File: src/rtl/uswf_pkg.sv
package uswf_pkg;

   localparam int IRQ_N    = 2;
   localparam int IRQ_XON  = 0;
   localparam int IRQ_XOFF = 1;

   typedef enum logic [1:0] {
      SRC_IDLE = 2'd0,
      SRC_XOFF = 2'd1,
      SRC_XON  = 2'd2,
      SRC_DATA = 2'd3
   } uswf_src_e;

endpackage

File: src/rtl/uswf_rx_filter.sv
module uswf_rx_filter #(
   parameter int CHAR_W = 8
) (
   input  logic              en,
   input  logic              rx_valid,
   input  logic [CHAR_W-1:0] rx_data,
   input  logic [CHAR_W-1:0] xon_char,
   input  logic [CHAR_W-1:0] xoff_char,
   output logic              fwd_valid,
   output logic [CHAR_W-1:0] fwd_data,
   output logic              hit_xon,
   output logic              hit_xoff
);

   logic match_on, match_off;

   always_comb begin
      match_off = rx_data == xoff_char;
      match_on  = (rx_data == xon_char) && !match_off;
      hit_xoff  = en && rx_valid && match_off;
      hit_xon   = en && rx_valid && match_on;
      fwd_valid = rx_valid && !(hit_xoff || hit_xon);
      fwd_data  = rx_data;
   end

endmodule

File: src/rtl/uswf_req_ctrl.sv
module uswf_req_ctrl #(
   parameter int LVL_W   = 7,
   parameter bit AUTO_EN = 1'b1
) (
   input  logic             clk,
   input  logic             rst_n,
   input  logic             en,
   input  logic             sw_xon,
   input  logic             sw_xoff,
   input  logic [LVL_W-1:0] level,
   input  logic [LVL_W-1:0] xoff_lvl,
   input  logic [LVL_W-1:0] xon_lvl,
   input  logic             sent_xon,
   input  logic             sent_xoff,
   output logic             pend_xon,
   output logic             pend_xoff
);

   logic auto_off, auto_on;

   generate
      if (AUTO_EN) begin : g_auto
         logic held;
         always_comb begin
            auto_off = en && !held && (level > xoff_lvl);
            auto_on  = en &&  held && (level <= xon_lvl);
         end
         always_ff @(posedge clk or negedge rst_n) begin
            if (!rst_n)        held <= 1'b0;
            else if (!en)      held <= 1'b0;
            else if (auto_off) held <= 1'b1;
            else if (auto_on)  held <= 1'b0;
         end
      end else begin : g_manual
         always_comb begin
            auto_off = 1'b0;
            auto_on  = 1'b0;
         end
      end
   endgenerate

   always_ff @(posedge clk or negedge rst_n) begin
      if (!rst_n) begin
         pend_xoff <= 1'b0;
         pend_xon  <= 1'b0;
      end else if (!en) begin
         pend_xoff <= 1'b0;
         pend_xon  <= 1'b0;
      end else begin
         pend_xoff <= (pend_xoff && !sent_xoff) || sw_xoff || auto_off;
         pend_xon  <= (pend_xon  && !sent_xon)  || sw_xon  || auto_on;
      end
   end

endmodule

File: src/rtl/uswf_tx_arb.sv
module uswf_tx_arb
   import uswf_pkg::*;
#(
   parameter int CHAR_W     = 8,
   parameter bit XOFF_FIRST = 1'b1
) (
   input  logic              en,
   input  logic              pend_xon,
   input  logic              pend_xoff,
   input  logic              paused,
   input  logic [CHAR_W-1:0] xon_char,
   input  logic [CHAR_W-1:0] xoff_char,
   input  logic              txq_valid,
   input  logic [CHAR_W-1:0] txq_data,
   input  logic              ser_ready,
   output logic              txq_ready,
   output logic              ser_valid,
   output logic [CHAR_W-1:0] ser_data,
   output logic              sent_xon,
   output logic              sent_xoff
);

   uswf_src_e src;
   logic      flow_busy, data_ok;

   always_comb begin
      flow_busy = en && (pend_xoff || pend_xon);
      data_ok   = !(en && paused);
   end

   generate
      if (XOFF_FIRST) begin : g_xoff_first
         always_comb begin
            if (en && pend_xoff)           src = SRC_XOFF;
            else if (en && pend_xon)       src = SRC_XON;
            else if (txq_valid && data_ok) src = SRC_DATA;
            else                           src = SRC_IDLE;
         end
      end else begin : g_xon_first
         always_comb begin
            if (en && pend_xon)            src = SRC_XON;
            else if (en && pend_xoff)      src = SRC_XOFF;
            else if (txq_valid && data_ok) src = SRC_DATA;
            else                           src = SRC_IDLE;
         end
      end
   endgenerate

   always_comb begin
      case (src)
         SRC_XOFF: ser_data = xoff_char;
         SRC_XON:  ser_data = xon_char;
         SRC_DATA: ser_data = txq_data;
         default:  ser_data = '0;
      endcase
      ser_valid = src != SRC_IDLE;
      txq_ready = ser_ready && !flow_busy && data_ok;
      sent_xoff = ser_ready && (src == SRC_XOFF);
      sent_xon  = ser_ready && (src == SRC_XON);
   end

endmodule

File: src/rtl/uswf_irq.sv
module uswf_irq #(
   parameter int N = 2
) (
   input  logic         clk,
   input  logic         rst_n,
   input  logic [N-1:0] ev,
   input  logic [N-1:0] mask,
   input  logic [N-1:0] clr,
   output logic [N-1:0] flag
);

   generate
      for (genvar i = 0; i < N; i++) begin : g_flag
         always_ff @(posedge clk or negedge rst_n) begin
            if (!rst_n)                 flag[i] <= 1'b0;
            else if (ev[i] && mask[i])  flag[i] <= 1'b1;
            else if (clr[i])            flag[i] <= 1'b0;
         end
      end
   endgenerate

endmodule

File: src/rtl/uswf_top.sv
module uswf_top
   import uswf_pkg::*;
#(
   parameter int CHAR_W     = 8,
   parameter int RX_DEPTH   = 64,
   parameter bit AUTO_EN    = 1'b1,
   parameter bit XOFF_FIRST = 1'b1,
   localparam int LVL_W     = $clog2(RX_DEPTH + 1)
) (
   input  logic              clk,
   input  logic              rst_n,
   input  logic              cfg_en,
   input  logic [CHAR_W-1:0] cfg_xon_char,
   input  logic [CHAR_W-1:0] cfg_xoff_char,
   input  logic [LVL_W-1:0]  cfg_xoff_lvl,
   input  logic [LVL_W-1:0]  cfg_xon_lvl,
   input  logic              sw_send_xon,
   input  logic              sw_send_xoff,
   input  logic [LVL_W-1:0]  rx_level,
   input  logic              rx_valid,
   input  logic [CHAR_W-1:0] rx_data,
   output logic              rxq_valid,
   output logic [CHAR_W-1:0] rxq_data,
   input  logic              txq_valid,
   input  logic [CHAR_W-1:0] txq_data,
   output logic              txq_ready,
   output logic              ser_valid,
   output logic [CHAR_W-1:0] ser_data,
   input  logic              ser_ready,
   input  logic [IRQ_N-1:0]  irq_en,
   input  logic [IRQ_N-1:0]  irq_clr,
   output logic [IRQ_N-1:0]  irq_flag
);

   if (CHAR_W < 5 || CHAR_W > 9) begin : g_bad_char_w
      $error("uswf_top: CHAR_W must lie in 5..9");
   end
   if (RX_DEPTH < 2) begin : g_bad_depth
      $error("uswf_top: RX_DEPTH must be at least 2");
   end

   logic             hit_xon, hit_xoff;
   logic             pend_xon, pend_xoff;
   logic             sent_xon, sent_xoff;
   logic             paused;
   logic [IRQ_N-1:0] irq_ev;

   uswf_rx_filter #(.CHAR_W(CHAR_W)) u_rx (
      .en        (cfg_en),
      .rx_valid  (rx_valid),
      .rx_data   (rx_data),
      .xon_char  (cfg_xon_char),
      .xoff_char (cfg_xoff_char),
      .fwd_valid (rxq_valid),
      .fwd_data  (rxq_data),
      .hit_xon   (hit_xon),
      .hit_xoff  (hit_xoff)
   );

   always_ff @(posedge clk or negedge rst_n) begin
      if (!rst_n)        paused <= 1'b0;
      else if (!cfg_en)  paused <= 1'b0;
      else if (hit_xoff) paused <= 1'b1;
      else if (hit_xon)  paused <= 1'b0;
   end

   uswf_req_ctrl #(.LVL_W(LVL_W), .AUTO_EN(AUTO_EN)) u_req (
      .clk       (clk),
      .rst_n     (rst_n),
      .en        (cfg_en),
      .sw_xon    (sw_send_xon),
      .sw_xoff   (sw_send_xoff),
      .level     (rx_level),
      .xoff_lvl  (cfg_xoff_lvl),
      .xon_lvl   (cfg_xon_lvl),
      .sent_xon  (sent_xon),
      .sent_xoff (sent_xoff),
      .pend_xon  (pend_xon),
      .pend_xoff (pend_xoff)
   );

   uswf_tx_arb #(.CHAR_W(CHAR_W), .XOFF_FIRST(XOFF_FIRST)) u_arb (
      .en        (cfg_en),
      .pend_xon  (pend_xon),
      .pend_xoff (pend_xoff),
      .paused    (paused),
      .xon_char  (cfg_xon_char),
      .xoff_char (cfg_xoff_char),
      .txq_valid (txq_valid),
      .txq_data  (txq_data),
      .ser_ready (ser_ready),
      .txq_ready (txq_ready),
      .ser_valid (ser_valid),
      .ser_data  (ser_data),
      .sent_xon  (sent_xon),
      .sent_xoff (sent_xoff)
   );

   always_comb begin
      irq_ev           = '0;
      irq_ev[IRQ_XON]  = hit_xon;
      irq_ev[IRQ_XOFF] = hit_xoff;
   end

   uswf_irq #(.N(IRQ_N)) u_irq (
      .clk   (clk),
      .rst_n (rst_n),
      .ev    (irq_ev),
      .mask  (irq_en),
      .clr   (irq_clr),
      .flag  (irq_flag)
   );

endmodule

File: config.mk
export PLATFORM = sky130hd
export DESIGN_NAME = uswf_top
export DESIGN_NICKNAME = d
export VERILOG_FILES = /design/src/rtl/uswf_pkg.sv /design/src/rtl/uswf_rx_filter.sv /design/src/rtl/uswf_req_ctrl.sv /design/src/rtl/uswf_tx_arb.sv /design/src/rtl/uswf_irq.sv /design/src/rtl/uswf_top.sv
export SDC_FILE = /design/constraint.sdc
export NUM_CORES = 1
export LEC_CHECK = 0
export BUFFER_PORTS_ARGS = -buffer_cell sky130_fd_sc_hd__buf_2
export CORE_MARGIN = 2
export CORE_UTILIZATION = 39
export CTS_CLUSTER_DIAMETER = 30
export DETAILED_ROUTE_END_ITERATION = 6
export PLACE_DENSITY = 0.76
export SLEW_MARGIN = 20
export SYNTH_ARGS = -nofsm -noshare
export SYNTH_HDL_FRONTEND = slang
export SYNTH_HIERARCHICAL = 1
export SYNTH_SLANG_ARGS = --single-unit
File: constraint.sdc
create_clock -name clk -period 2 [get_ports clk]
set_input_delay 0.5 -clock clk [delete_from_list [all_inputs] [get_ports clk]]
set_output_delay 0.5 -clock clk [all_outputs]
set_load 0.05 [all_outputs]
* After elaboration in Yosys (flattened, before gate mapping)
Cells that the tools add are included.
** Word-level totals
- Flip-flop bits (word level) :: 6
- Latch bits :: 0
- Bits in writable memories :: 0
- Memory bits (read-only) :: 0
- Input bits :: 65
- Output and inout bits :: 21
- Word-level logic and storage cells :: 69
- Memories kept :: 0
** Cells by class
- Add/sub/neg operators :: 0
- Multipliers :: 0
- Div/mod/pow operators :: 0
- Magnitude comparators :: 2
- Eq/ne operators :: 7
- Shift operators :: 0
- Multiplexer cells :: 16
- Bitwise gates (word level) :: 0
- Reductions and logical operators :: 38
** Operators with widths (count)
- $pmux W8 S3 :: 1
- $logic_and A1 B1 Y1 :: 22
- $eq A8 B8 Y1 :: 2
- $mux W1 :: 12
- $gt A7 B7 Y1 :: 1
- $le A7 B7 Y1 :: 1
- $logic_not A1 Y1 :: 7
- $logic_or A1 B1 Y1 :: 6
- $mux W2 :: 3
- $ne A3 B1 Y1 const B :: 2
- $reduce_bool A2 Y1 :: 3
- $eq A2 B2 Y1 const B :: 2
- $eq A2 B1 Y1 const B :: 1

* Longest topological paths before layout
Gate-level depths: netlist of the first run.
- Word-level depth :: 13
- Depth in mapped cells :: 7
- Mapped depth without buffers :: 6

* Modules after synthesis
The synthesis of the first run kept the hierarchy.
** By module, submodules not included
- uswf_req_ctrl :: instances 1, cells each 64, area an instance 508.0 sq um, sequential area each 75.1 sq um
- uswf_tx_arb :: instances 1, cells each 53, area an instance 346.6 sq um, sequential area each 0.0 sq um
- uswf_rx_filter :: instances 1, cells each 37, area an instance 287.8 sq um, sequential area each 0.0 sq um
- uswf_irq :: instances 1, cells each 8, area an instance 82.6 sq um, sequential area each 50.0 sq um
- uswf_top :: instances 1, cells each 3, area an instance 46.3 sq um, sequential area each 25.0 sq um

* Worst setup path before layout of the first run
Ideal clock, no wire load.
- Path type :: in2out
- From :: input port cfg_en
- To :: output port ser_data[0]
- Data arrival time :: 1.941 ns
- Data required time :: 1.500 ns
- Setup slack :: -0.441 ns
- Cell stages on the path :: 4
- Path buffers :: 1
- Cells stage by stage :: buf_6 > nand2_1 > o22ai_1 > nor3_1
** On the way
- Cells in the longest elaborated chain, start to end :: 8
- Elaborated cells on any way between the ends :: 12
- Classes of those cells :: eq/ne: 3; mux: 4; reduce/logical: 5
** RTL lines
- start: declaration :: line uswf_top.sv:12 : input logic cfg_en,
- $logic_and A1 B1 Y1 :: line uswf_tx_arb.sv:28 : data_ok = !(en && paused);
- $logic_not A1 Y1 :: line uswf_tx_arb.sv:28
- $logic_and A1 B1 Y1 :: line uswf_tx_arb.sv:36 : else if (txq_valid && data_ok) src = SRC_DATA;
- $mux W2 :: line uswf_tx_arb.sv:36
- $mux W2 :: line uswf_tx_arb.sv:35 : else if (en && pend_xon) src = SRC_XON;
- $mux W2 * :: line uswf_tx_arb.sv:34 : if (en && pend_xoff) src = SRC_XOFF;
- $eq A2 B2 Y1 or $eq A2 B1 Y1 (tied branches) :: line uswf_tx_arb.sv:50 : case (src)
- $pmux W8 S3 * :: line uswf_tx_arb.sv:50
- end: declaration :: line uswf_top.sv:28 : output logic [CHAR_W-1:0] ser_data,
Every way passes the cells marked *; elsewhere a longest branch is shown, timed or not.

* Final worst setup path of the first run
- From :: input port rx_data[7]
- To :: output port rxq_valid
** On the way
- Cells in the longest elaborated chain, start to end :: 7
- Elaborated cells on any way between the ends :: 9
- Classes of those cells :: eq/ne: 2; reduce/logical: 7
** RTL lines
- start: declaration :: line uswf_top.sv:21 : input logic [CHAR_W-1:0] rx_data,
- $eq A8 B8 Y1 :: line uswf_rx_filter.sv:18 : match_off = rx_data == xoff_char;
- $logic_not A1 Y1 :: line uswf_rx_filter.sv:19 : match_on = (rx_data == xon_char) && !match_off;
- $logic_and A1 B1 Y1 :: line uswf_rx_filter.sv:19
- $logic_and A1 B1 Y1 :: line uswf_rx_filter.sv:21 : hit_xon = en && rx_valid && match_on;
- $logic_or A1 B1 Y1 * :: line uswf_rx_filter.sv:22 : fwd_valid = rx_valid && !(hit_xoff || hit_xon);
- $logic_not A1 Y1 * :: line uswf_rx_filter.sv:22
- $logic_and A1 B1 Y1 * :: line uswf_rx_filter.sv:22
- end: declaration :: line uswf_top.sv:22 : output logic rxq_valid,
Marked as above.

==> results.json, run 1 <==
{
  "worst_setup_hold_path_clk_slew_ps": 50,
  "drc": 0,
  "detail_route.wl_per_cell_um": 13.8,
  "vdd_drop_max_uv": 407,
  "number_of_global_route_vias_before_repair": 1502,
  "drive_above_1_share_pct": 58.4,
  "syn-mean-instance-area_um2": 7.70,
  "timing.critical_path.from_type": "primary input",
  "cts.sinks": 6,
  "timing.final.crit_period_ps": 2040,
  "area_inside_the_core_boundary_um2": 3080,
  "drv_slew": 0,
  "pin_count_of_the_biggest_net_entering_global_routing": 14,
  "global_route.usage.met3_pct": 4.41,
  "global_route_wire_length_before_repair_um": 6400,
  "num-nets-final": 348,
  "timing.critical_path.fanout_max": 3,
  "yosysWarnings": 6,
  "pin_count": 86,
  "post_synth_main_area_contributors": "sky130_fd_sc_hd__ha_1, sky130_fd_sc_hd__dfrtp_1, sky130_fd_sc_hd__xnor2_1",
  "layout.cells.most_common": "sky130_fd_sc_hd__buf_2",
  "seq_area_frac_synth_pct": 11.8,
  "detailedRoute.firstIterationViolations": 43,
  "num_vias": 1582,
  "initial_antenna_violation_count": 0,
  "count_of_max_cap_constraint_violations": 0,
  "r2r_setup_slack_ps": 610,
  "timing.critical_path.arrival_ps": 1540,
  "powerDensity_nw_per_um2": 430,
  "yosys.area.top_type_share_pct": 13.8,
  "reg2regPathDepth": 6,
  "yosys.area.top_type": "sky130_fd_sc_hd__ha_1",
  "clock_skew_ps": 0.0589,
  "ctsHoldBuffers": 0,
  "hold-worst-slack_ps": 56.3,
  "setup-tns-final_ps": -146,
  "timing.critical_path.required_ps": 1500,
  "clock_tree.htree_level_count": 1,
  "crit_path_end_kind": "output pin",
  "place.port_buffers": 85,
  "root_buffer": "sky130_fd_sc_hd__clkbuf_4",
  "grt_total_ovfl": 0,
  "run_status": "finished with violations",
  "layout.cells.most_common_list": "sky130_fd_sc_hd__buf_2, sky130_fd_sc_hd__buf_4, sky130_fd_sc_hd__inv_1",
  "internal_portion_of_total_power_w": 0.000505,
  "stdcell_count": 311,
  "synth-async-reset-ratio_pct": 100,
  "grt_usage_pct": 23.5,
  "fillers": 242,
  "crit_path_end": "rxq_valid",
  "regToRegStartpoint": "u_req/pend_xoff",
  "antenna_left": 0,
  "failed_checks": "negative setup slack",
  "clkPwrFrac_pct": 12.6,
  "timing.fmax_ghz": 0.490,
  "synthesis.area_um2": 1270,
  "place.detailed.instances": 303,
  "combinationalPowerShare_pct": 73.0,
  "gr-usage-met1_pct": 28.7,
  "slew_headroom_pct": 80.4,
  "max-clock-path-buffers": 2,
  "globalRouteMet2Util_pct": 42.6,
  "clock_insertion_delay_worst_skew_ps": 260,
  "post_dr_vias_cell": 5.09,
  "net-switching-power_w": 0.000441,
  "chipWidth_um": 61.1,
  "cts_tree": "done",
  "drt-total-wl_um": 4310,
  "area_of_the_multi_input_gates_um2": 1150,
  "sequential_cell_area_um2": 151,
  "dp.final_hpwl_um": 3150,
  "worst_slack_ps": -39.7,
  "period_share_pct": 102,
  "setup_repair_after_global_routing_missed_its_margin": "yes",
  "hold_path.class": "primary input to asynchronous set/reset pin",
  "synth_cell_type_count": 37,
  "synth_enable_flop_cells": 0,
  "syn2layout_area_growth_pct": 73.1,
  "worst_r2r_endpoint": "u_req/pend_xon",
  "die_y_extent_um": 61.1,
  "cp-startpoint": "rx_data[7]",
  "final_setup_fails": 6,
  "pwr-share-seq_pct": 14.4,
  "power.switching_fraction_pct": 46.6,
  "tightest_slew_ps": 293,
  "synth_nets": 244,
  "timing.final.hold_violations": 0,
  "grt_peak_use_layer": "met2",
  "insertedDiodeCount": 0,
  "ys_seq_elements": 6,
  "static-leakage-power_nw": 1.09,
  "place.gp.congestion": 0.734,
  "setup.worst_path.class": "primary input to output pin",
  "num_rows": 20,
  "initial_core_util_pct": 41.3,
  "design.die.area_um2": 3730,
  "synthCells": 165,
  "predominant_post_synthesis_flop_cell": "sky130_fd_sc_hd__dfrtp_1",
  "drt-pass1-iter-count": 4,
  "cts_buffers": 3
}
sequential cells by signal, indices dropped and copies added, names as in the netlist:
name / count
u_irq/flag: 2
u_req/pend_xon: 1
paused: 1
u_req/pend_xoff: 1
u_req/g_auto.held: 1
cell usage after synthesis (all sizes together), types with 2 or more instances:
| master | instances |
|---|---|
| ha | 14 |
| nand2 | 6 |
| o31ai | 2 |
| nor3 | 8 |
| nor2 | 5 |
| inv | 22 |
| xnor2 | 16 |
| nand3 | 6 |
| nand4 | 6 |
| a21oi | 18 |
| o22ai | 7 |
| o21a | 3 |
| o21ai | 3 |
| o211ai | 2 |
| buf | 12 |
| or2 | 8 |
| dfrtp | 6 |
| nand3b | 9 |
kinds of logic (layout without fill, tap and decap cells):
family,after synthesis,after routing,share of synthesized area (%)
xor+xnor,16,16,11.0
buf+inv,34,136,14.3
simple gates,54,54,26.7
compound gates,41,41,22.4
fa+ha+maj,14,14,13.8
flops,6,6,11.8
final cells by class:
type | count | share of cell area, %
multi-input combinational | 125 | 52.3
timing repair buffer | 111 | 33.5
sequential | 6 | 6.88
inverter | 22 | 3.75
tap | 44 | 2.50
clock buffer | 3 | 1.02
repair_timing:
item                       in CTS  in global routing
cloned                          1                  0
setup buffers                   4                  1
resized for setup              43                  9
pin swaps                      15                 13
setup endpoints to repair      11                 11
worst max-delay path: stages:
cell	delay, ps
sky130_fd_sc_hd__buf_6	110
sky130_fd_sc_hd__xnor2_2	160
sky130_fd_sc_hd__nand4_1	160
sky130_fd_sc_hd__o31ai_1	270
sky130_fd_sc_hd__buf_4	160
sky130_fd_sc_hd__a21oi_4	30
sky130_fd_sc_hd__buf_6	140
power groups by stage:
stage	Combinational, W	Clock [W]	Sequential (W)
final	0.000691	0.000119	0.000136
after detailed placement	0.000565	0	0.000140
after global placement	0.000557	0	0.000141
after global routing	0.000738	0.000131	0.000137
after CTS	0.000671	0.000120	0.000135
after floorplan	0.000386	0	0.000139
per-layer routing:
| metal | up-vias | part of all wire, % |
|---|---|---|
| met5 | - | 0 |
| met4 | 0 | 1.6 |
| met3 | 8 | 4.6 |
| met2 | 58 | 53 |
| met1 | 737 | 41 |
| li1 | 779 | - |
how the worst min path moves through the flow:
| stage | cells past startpoint | end | slack [ps] | startpoint |
|---|---|---|---|---|
| after floorplan | 0 | paused | 200 | rst_n |
| after global placement | 1 | u_irq/flag[0] | 330 | rst_n |
| after detailed placement | 1 | u_irq/flag[0] | 330 | rst_n |
| after CTS | 1 | u_req/g_auto.held | 60 | rst_n |
| after global routing | 1 | u_req/g_auto.held | 50 | rst_n |
| final | 1 | u_irq/flag[1] | 60 | rst_n |
through the flow:
| stage | utilization (%) | total power (W) | area (um2) | setup WS [ps] |
|---|---|---|---|---|
| global route | 71.5 | 0.00101 | 2200 | -89.2 |
| global placement | 62.2 | 0.000698 | 1910 | -127 |
| floorplan | - | 0.000525 | 1360 | 12.2 |
| CTS | 70.4 | 0.000926 | 2170 | -6.84 |
| finish | 71.5 | 0.000946 | 2200 | -39.7 |
| detailed placement | 62.2 | 0.000705 | 1910 | -131 |
No activity file was read; power rests on OpenSTA's default activity.
==> run 2: changes to the inputs <==
--- a/config.mk
+++ b/config.mk
@@ -7,10 +7,9 @@
 export LEC_CHECK = 0
 export BUFFER_PORTS_ARGS = -buffer_cell sky130_fd_sc_hd__buf_2
 export CORE_MARGIN = 2
-export CORE_UTILIZATION = 39
+export CORE_UTILIZATION = 30
 export CTS_CLUSTER_DIAMETER = 30
 export DETAILED_ROUTE_END_ITERATION = 6
-export PLACE_DENSITY = 0.76
 export SLEW_MARGIN = 20
 export SYNTH_ARGS = -nofsm -noshare
 export SYNTH_HDL_FRONTEND = slang
==> results.json, run 2 (synthesized netlist as in run 1, its figures left out) <==
{
  "drv_slew": 0,
  "post_dr_vias_cell": 4.84,
  "layout.cells.most_common_list": "sky130_fd_sc_hd__buf_2, sky130_fd_sc_hd__inv_1, sky130_fd_sc_hd__buf_4",
  "pin_count": 86,
  "pwr-share-seq_pct": 13.7,
  "slew_headroom_pct": 79.5,
  "global_route_wire_length_before_repair_um": 6270,
  "timing.critical_path.required_ps": 1500,
  "worst_setup_hold_path_clk_slew_ps": 40,
  "ctsHoldBuffers": 0,
  "max_flop_register": "u_irq/flag",
  "pin_count_of_the_biggest_net_entering_global_routing": 19,
  "final_core_utilization_pct": 54.2,
  "gr-usage-met1_pct": 19.7,
  "clock_tree.htree_level_count": 1,
  "run_status": "finished with violations",
  "num_rows": 23,
  "num-nets-final": 343,
  "area_inside_the_core_boundary_um2": 4030,
  "period_share_pct": 102,
  "root_buffer": "sky130_fd_sc_hd__clkbuf_8",
  "initial_antenna_violation_count": 0,
  "design.die.area_um2": 4770,
  "global_route.usage.met3_pct": 4.39,
  "powerDensity_nw_per_um2": 451,
  "layout.cells.most_common": "sky130_fd_sc_hd__buf_2",
  "initial_core_util_pct": 31.6,
  "r2r_setup_slack_ps": 470,
  "insertedDiodeCount": 0,
  "grt_peak_use_layer": "met2",
  "worst_slack_ps": -36.6,
  "die_y_extent_um": 69.1,
  "final_setup_fails": 1,
  "setup.worst_path.class": "primary input to output pin",
  "failed_checks": "negative setup slack",
  "largest_register_ff_count": 2,
  "timing.fmax_ghz": 0.491,
  "antenna_left": 0,
  "num_vias": 1509,
  "internal_portion_of_total_power_w": 0.000552,
  "globalRouteMet2Util_pct": 27.8,
  "clkPwrFrac_pct": 18.2,
  "drt-total-wl_um": 3840,
  "drt-pass1-iter-count": 4,
  "hold-worst-slack_ps": 93.3,
  "timing.critical_path.fanout_max": 2,
  "syn2layout_area_growth_pct": 71.8,
  "hold_path.class": "primary input to asynchronous set/reset pin",
  "count_of_max_cap_constraint_violations": 0,
  "number_of_global_route_vias_before_repair": 1504,
  "grt_usage_pct": 15.8,
  "timing.critical_path.arrival_ps": 1540,
  "stdcell_area_um2": 2180,
  "cts.sinks": 6,
  "dp.final_hpwl_um": 3080,
  "cts_tree": "done",
  "combinationalPowerShare_pct": 68.1,
  "placement.cell_area_um2": 1870,
  "chipWidth_um": 69.1,
  "cts_buffers": 3,
  "place.detailed.instances": 304,
  "detail_route.wl_per_cell_um": 12.3,
  "tightest_slew_ps": 305,
  "vdd_drop_max_uv": 233,
  "place.port_buffers": 85,
  "timing.critical_path.from_type": "primary input",
  "crit_path_end_kind": "output pin",
  "power.switching_fraction_pct": 44.0,
  "drc": 0,
  "place.gp.congestion": 0.733,
  "clock_insertion_delay_worst_skew_ps": 220,
  "clock_skew_ps": 0.104,
  "drive_above_1_share_pct": 56.5,
  "max-clock-path-buffers": 2,
  "timing.final.crit_period_ps": 2040,
  "net-switching-power_w": 0.000434,
  "setup-tns-final_ps": -36.6,
  "detailedRoute.firstIterationViolations": 58,
  "stdcell_count": 312,
  "static-leakage-power_nw": 1.06,
  "timing.final.hold_violations": 0,
  "setup_repair_after_global_routing_missed_its_margin": "yes",
  "grt_total_ovfl": 0
}
==> run 2: cell types whose count changed in the layout (fill, tap and decap cells not counted), sizes merged <==
cell	delta
clkbuf	+1
bufbuf	-1
buf	-5
==> run 2: final timing paths <==
kind                                        from              end  cells past startpoint
worst min register to register     u_irq/flag[1]    u_irq/flag[1]                      2
worst max register to register   u_req/pend_xoff   u_req/pend_xon                      7
worst min-delay path                       rst_n    u_irq/flag[1]                      1
min in group clk                      irq_clr[0]    u_irq/flag[0]                      2
max in group asynchronous                  rst_n  u_req/pend_xoff                      1
worst max-delay path            cfg_xoff_char[3]        rxq_valid                      7
==> run 2: power groups by stage <==
stage / registers, W / logic, W / clock network, W
2_1_floorplan: 0.000139 / 0.000386 / 0
3_3_place_gp: 0.000134 / 0.000551 / 0
3_5_place_dp: 0.000134 / 0.000555 / 0
4_1_cts: 0.000133 / 0.000610 / 0.000183
5_1_grt: 0.000136 / 0.000721 / 0.000193
6_report: 0.000135 / 0.000671 / 0.000179
==> run 2: repair_timing <==
action,CTS,global route
pin swaps,5,7
endpoints found under the setup margin,11,10
gates resized for setup,27,23
endpoints found under the hold margin,0,0
setup buffers,2,3
==> run 2: routing by layer <==
metal	up-vias	part of all wire (%)
li1	773	-
met1	687	44
met2	49	49
met3	0	6.8
met4	0	0
met5	-	0
==> run 2: through the flow <==
stage | setup WS [ps] | power [W]
after floorplan | 12.2 | 0.000525
after global placement | -139 | 0.000686
after detailed placement | -199 | 0.000689
after CTS | -25.5 | 0.000926
after global routing | -96.3 | 0.00105
final | -36.6 | 0.000985
==> run 2: critical path, cell delays in order <==
cell	delay (ps)
sky130_fd_sc_hd__buf_6	110
sky130_fd_sc_hd__xnor2_4	150
sky130_fd_sc_hd__nand4_1	180
sky130_fd_sc_hd__o31ai_1	270
sky130_fd_sc_hd__buf_4	160
sky130_fd_sc_hd__a21oi_4	30
sky130_fd_sc_hd__buf_6	150
==> run 2: area by class of cell <==
class                   count  area (um2)
fillers                   392        1850
inverters                  22        82.6
flip-flops and latches      6         150
multi-input cells         125        1160
well taps                  50        62.6
clock buffers               3        41.3
repair buffers            106         689
